### config.mk
export PLATFORM = sky130hd
export DESIGN_NAME = pow2_roundup
export DESIGN_NICKNAME = d
export VERILOG_FILES = /design/src/rtl/pow2_pkg.sv /design/src/rtl/rup_cell.sv /design/src/rtl/rup_chain.sv /design/src/rtl/pow2_roundup.sv
export SDC_FILE = /design/constraint.sdc
export NUM_CORES = 1
export LEC_CHECK = 0
export BUFFER_PORTS_ARGS = -buffer_cell sky130_fd_sc_hd__buf_2
export CORE_AREA = 2 2 39 41
export DETAILED_ROUTE_END_ITERATION = 10
export DIE_AREA = 0 0 41 43
export GPL_TIMING_DRIVEN = 1
export PLACE_DENSITY = 0.44
export SLEW_MARGIN = 20
export SYNTH_ARGS = -nofsm -noshare
export SYNTH_HDL_FRONTEND = slang
export SYNTH_SLANG_ARGS = --single-unit
export TNS_END_PERCENT = 50
### constraint.sdc
create_clock -name vclk -period 1.4
set_clock_uncertainty 0.15 [all_clocks]
set_input_delay 0.14 -clock vclk [all_inputs]
set_output_delay 0.14 -clock vclk [all_outputs]
set_load 0.05 [all_outputs]
### src/rtl/pow2_pkg.sv
package pow2_pkg;
  // True when exactly one bit of a zero-extended value is set.
  function automatic logic one_hot(input logic [63:0] v);
    logic [63:0] m;
    m = v & (v - 64'd1);
    return (v != 64'd0) && (m == 64'd0);
  endfunction
endpackage

### src/rtl/rup_cell.sv
module rup_cell (
  input  logic bit_i,       // operand bit of this slice
  input  logic clear_hi_i,  // all higher operand bits are 0
  input  logic seen_lo_i,   // some lower operand bit is 1
  input  logic raise_i,     // lower slice asks this slice to output 1
  output logic clear_hi_o,  // toward lower slice
  output logic seen_lo_o,   // toward higher slice
  output logic raise_o,     // toward higher slice
  output logic bit_o        // result bit of this slice
);
  logic leader;

  always_comb begin
    leader     = bit_i & clear_hi_i;
    clear_hi_o = clear_hi_i & ~bit_i;
    seen_lo_o  = seen_lo_i | bit_i;
    raise_o    = leader & seen_lo_i;
    bit_o      = raise_i | (leader & ~seen_lo_i);
  end

  // a slice raised from below is never itself the leading one
  always_comb begin
    p_raise_exclusive_r5: assert (!(raise_i && raise_o))
      else $error("slice raised and raising at once");
  end
endmodule

### src/rtl/rup_chain.sv
module rup_chain #(
  parameter int WIDTH = 8
) (
  input  logic [WIDTH-1:0] value_i,
  output logic [WIDTH:0]   ceil_o
);
  localparam int NFLAG = WIDTH + 1;

  logic [NFLAG-1:0] clear_hi;  // clear_hi[i+1] feeds slice i
  logic [NFLAG-1:0] seen_lo;   // seen_lo[i] feeds slice i
  logic [NFLAG-1:0] raise;     // raise[i] feeds slice i

  assign clear_hi[WIDTH] = 1'b1;
  assign seen_lo[0]      = 1'b0;
  assign raise[0]        = 1'b0;

  for (genvar i = 0; i < WIDTH; i++) begin : g_slice
    rup_cell u_cell (
      .bit_i      (value_i[i]),
      .clear_hi_i (clear_hi[i+1]),
      .seen_lo_i  (seen_lo[i]),
      .raise_i    (raise[i]),
      .clear_hi_o (clear_hi[i]),
      .seen_lo_o  (seen_lo[i+1]),
      .raise_o    (raise[i+1]),
      .bit_o      (ceil_o[i])
    );
  end

  assign ceil_o[WIDTH] = raise[WIDTH];

  // downward flag reaching the bottom means an all-zero operand
  always_comb begin
    p_zero_gives_zero_r2: assert (!clear_hi[0] || ceil_o == '0)
      else $error("nonzero result for zero operand");
    // upward flag leaving the top means a nonzero operand
    p_single_bit_r5: assert (!seen_lo[WIDTH] || $onehot(ceil_o))
      else $error("result not a single set bit");
  end
endmodule

### src/rtl/pow2_roundup.sv
module pow2_roundup #(
  parameter int WIDTH = 8
) (
  input  logic [WIDTH-1:0] value_i,
  output logic [WIDTH:0]   ceil_o
);
  import pow2_pkg::*;

  localparam int OW = WIDTH + 1;

  logic [OW-1:0] value_ext;

  assign value_ext = {1'b0, value_i};

  rup_chain #(.WIDTH(WIDTH)) u_chain (
    .value_i (value_i),
    .ceil_o  (ceil_o)
  );

  always_comb begin
    // powers of two pass through
    p_pass_pow2_r3: assert (!one_hot(64'(value_ext)) || ceil_o == value_ext)
      else $error("power of two altered");
    // result never below the operand
    p_not_below_r4: assert (value_i == '0 || ceil_o >= value_ext)
      else $error("result below operand");
    // top result bit only when operand MSB is set
    p_top_bit_r7: assert (!ceil_o[WIDTH] || value_i[WIDTH-1])
      else $error("top bit without operand MSB");
  end
endmodule

==> metrics.txt, run 1 <==
grt ovf 0; Initial Util between 20% and 30%; sequential-to-total area share from yosys stat 0%; final WL 700 microns; Post CTS Setup Buffer Count 0; hold slack ~440 ps; area grow syn2layout 80.2%; drt first-iter violations 1; critical path peak fanout 3; flip-flop and latch count 0; Tcrit/Tclk final 114%; critical setup path kind in -> out; synth unique cells 20; Global Route met2 Usage 14.1%; ant diodes 0; Routed Antenna Nets 0; Die Ht about 43 microns; Pins Over Slew Limit 0; Pleak 0.201 nW; Multi-input gate area 253 sq um; Area contributors post-synth buf_4 (24%), nor3b_1 (11%), nand3b_1 (8.1%); Cell Rows 14; Pre-antenna DRT Iters 2; GP Congestion 0.683; Hold Path Class in -> out; GR Util All Layers 8.39%; max-cap violations 0; setup tns final -412 ps; via count 330; Port Buffers 17; DIE AREA 1760 sq um; core area approximately 1400 sq um; Setup WS post-layout -203 ps; global-route wire length before repair 1140 microns; number of fill cells around 150; register area 0 sq um; min cycle time layout 1600 ps; Slew HR just over 80%; Synthesized Nets 47; failing checks negative setup slack; Worst Setup EP ceil_o[4]; Detail Placement HPWL 576 microns; Die W 41 microns; RSZ-0062 raised after global routing true; element type at the critical path end output pin; Top Usage Layer GRT met2; fmax approximately 620 MHz; Hold Crit Depth 3; Mapped Avg Cell Area 7.12 sq um; Setup crit start kind input pin; CP Data Required Time 1110 ps; # IOs 17; CP arrival 1310 ps; area leader, netlist buf_4; Peak VDD IR 124 uV; grt met1 use roughly 12%; final core utilization a little over a third; WL/cell 9.46 microns; via/cell ratio ~4.5; clkbuf count 0; vias in the first global route between 200 and 300; share of layout cells above drive strength 1 67.2%; CP startpoint value_i[2]; initial antenna violation count 0; Post-Syn Area 278 sq um; DRC 0; status finished, violations left; worst-margin pin slew 251 ps; pin count of the biggest net entering global routing 7; pwr/cell area 253 nW/um^2; Mapped Cells 39; Nets 68; final setup vio count 4; post-synth top area share 24.3%; Synth Warn # 0; met3 usage 0%; Fin. Hold Viols 0
==> cells in the final DEF (no fill, tap or decap), types with 2 or more instances in the layout <==
master    netlist  layout
nor3b_1         4       2
buf_6           0       6
a21oi_1         2       2
nor4_2          0       2
or3b_1          2       2
nand3b_1        3       3
buf_2           0       5
nor3b_2         0       2
buf_4           9      16
==> worst max-delay path: stages <==
cell and delay, ps:
buf_6 90, or3_4 400, or3b_1 370, a21oi_2 140
buf_6 170
==> logic make-up (layout without fill, tap and decap cells) <==
group                  Yosys count  in the layout  share of synthesized area [%]
and+or+nand+nor                 22             22                           54.5
buffers and inverters            9             28                           24.3
muxes                            1              1                           4.05
AOI/OAI and AO/OA                7              7                           17.1
==> timing repair <==
item                                    in CTS  in global routing
gates resized for setup                     25                  3
pin swaps                                    3                  1
hold buffers                                 0                  0
endpoints found under the setup margin       9                  9
==> layer usage <==
| layer | part of all wire, % | up-vias |
|---|---|---|
| li1 | - | 177 |
| met3 | 6.1 | 0 |
| met5 | 0 | - |
| met4 | 0 | 0 |
| met1 | 48 | 143 |
| met2 | 46 | 10 |
==> cells in the mapped netlist (2+ instances only) <==
| library cell | instances |
|---|---|
| a21oi_1 | 2 |
| buf_4 | 9 |
| nand2_1 | 2 |
| nand3b_1 | 3 |
| nor2_1 | 2 |
| nor3b_1 | 4 |
| nor4_1 | 3 |
| or3b_1 | 2 |
==> cell type report <==
type	instances	area share, %
Multi-Input combinational cell	30	50.5
Timing Repair Buffer	28	45.5
Tap cell	16	4.00
==> where the power goes <==
part | total [mW] | internal, mW | switching, mW | leakage [nW]
combinational | 0.127 | 0.0610 | 0.0657 | 0.201
sequential | 0 | 0 | 0 | 0
clock | 0 | 0 | 0 | 0
total | 0.127 | 0.0610 | 0.0657 | 0.201
==> how the worst min path moves through the flow <==
stage	from	end	slack [ps]
2_1_floorplan	value_i[1]	ceil_o[0]	330
3_3_place_gp	value_i[0]	ceil_o[1]	510
3_5_place_dp	value_i[0]	ceil_o[1]	510
4_1_cts	value_i[0]	ceil_o[1]	470
5_1_grt	value_i[0]	ceil_o[1]	460
6_report	value_i[0]	ceil_o[1]	440
==> through the flow <==
stage	total power [mW]	instance area [sq um]	worst slack, ps	cells
global route	0.136	500	-237	74
finish	0.127	500	-203	74
global placement	0.107	398	-266	74
floorplan	0.0601	285	-61.2	39
CTS	0.126	495	-211	74
detailed placement	0.107	398	-275	74
No activity file was read; power rests on OpenSTA's default activity.
==> run 2, diff against run 1 <==
- PLACE_DENSITY: 0.44 -> 0.43
- SLEW_MARGIN: 20 -> default
- SYNTH_HIERARCHICAL: default -> 1
==> run 2 against run 1 <==
Compared with the run above:
- the flow still finishes with violations (negative setup slack)
- die area did not move
- first-iteration DRC count is 100% lower
- critical path depth is 5 higher
- power down 14%
- final cell count increased by 23%
- critical path type unchanged
- critical endpoint is now ceil_o[7]
- largest power group unchanged
- sequential share of layout area is the same
==> metrics.txt, run 2 <==
status finished, violations left; failing checks negative setup slack; Mapped Avg Cell Area 6.16 sq um; Die W ~41 microns; final WL approximately 690 microns; Initial Util 18.3%; Detail Placement HPWL just over 500 microns; number of fill cells 154; core area 1380 sq um; RSZ-0062 raised after global routing true; Post-Syn Area around 250 sq um; via/cell ratio 4.00; DRC 0; GP Congestion 0.678; final setup vio count 9; Pins Over Slew Limit 0; switching fraction of total power 47.6%; clkbuf count 0; Multi-input gate area roughly 320 sq um; Die Ht 43 microns; GR Util All Layers 8.29%; Total Power 0.109 mW; global-route wire length before repair 1100 microns; Port Buffers 17; combinational power share 100.0%; DIE AREA 1760 sq um; pin count of the biggest net entering global routing 5; via count 364; critical path peak fanout 3; fmax between 400 and 500 MHz; commonest cells after routing, fill and taps aside buf_4 (18), nand2_1 (8), buf_2 (7), and3_2 (7), conb_1 (7); Seq pwr share 0%; Hold Path Class in -> out; cell internal pwr 0.0573 mW; critical setup path kind in -> out; Synth Warn # 6; flip-flop and latch count 0; max-cap violations 0; pwr/cell area 192 nW/um^2; Cell Rows 14; Setup WS post-layout -1070 ps; Mapped Cells 41; initial antenna violation count 0; Peak VDD IR 73.4 uV; area grow syn2layout 126%; commonest non-fill, non-tap cell in the layout buf_4; setup tns final -6910 ps; CP Data Required Time roughly 1100 ps; Pre-antenna DRT Iters 1; Setup crit start kind input pin; drt first-iter violations 0; Clock power frac 0%; grt ovf 0; Pleak roughly 0.28 nW; min cycle time layout 2470 ps; vias in the first global route roughly 320; Nets 85; Routed Antenna Nets 0; NetSw 0.0520 mW; ant diodes 0; # IOs 17; Fin. Hold Viols 0; register area 0 sq um; hold buffer count at cts 0; WL/cell 7.62 microns; Tcrit/Tclk final 177%; element type at the critical path end output pin; CP arrival 2180 ps; share of layout cells above drive strength 1 between 60% and 70%; pre-CTS setup slack -1340 ps
[run 2: worst paths after layout]
check / slack [ps] / start / cells after the start / end
max: -1070 / value_i[0] / 10 / ceil_o[7]
min: 550 / value_i[1] / 4 / ceil_o[1]
[run 2: repair_timing]
| action | 4_1_cts | 5_1_grt |
|---|---|---|
| pin swaps | 9 | 0 |
| buffers inserted | 3 | 1 |
| resized for setup | 18 | 4 |
| cloned | 0 | 0 |
| setup endpoints to repair | 9 | 9 |
| endpoints found under the hold margin | 0 | 0 |
[run 2: cell type report]
type                       instances  share of cell area, %
timing repair buffer              30                   41.0
tap                               16                   3.51
multi-input combinational         45                   55.5
[run 2: power groups by stage]
stage          Clock (mW)  Combinational, mW  Sequential (mW)
2_1_floorplan           0             0.0543                0
3_3_place_gp            0             0.0906                0
3_5_place_dp            0             0.0907                0
4_1_cts                 0              0.106                0
5_1_grt                 0              0.118                0
6_report                0              0.109                0
[run 2: critical path, cell delays in order]
cell and delay, ps:
buf_6 90, or2_4 220, or2_1 220, or2_1 230, or2_1 230, or2_1 250, or2_4 240, or2_4 250
o21bai_4 150, buf_8 150
[run 2: through the flow]
step / cell area, sq um / hold WS (ps) / instances / util, %
global route: 571 / 565 / 91 / 41.2
detailed placement: 482 / 554 / 88 / 34.8
finish: 571 / 551 / 91 / 41.2
global placement: 482 / 557 / 88 / 34.8
CTS: 551 / 540 / 90 / 39.8
floorplan: 317 / 350 / 46 / -
[run 2: metal layers]
layer | vias up | routed length, microns | track usage [%]
met4 | 0 | 0 | 0
met2 | 10 | 345 | 16.3
met5 | - | 0 | 0
li1 | 204 | - | -
met1 | 150 | 309 | 9.81
met3 | 0 | 38 | 0
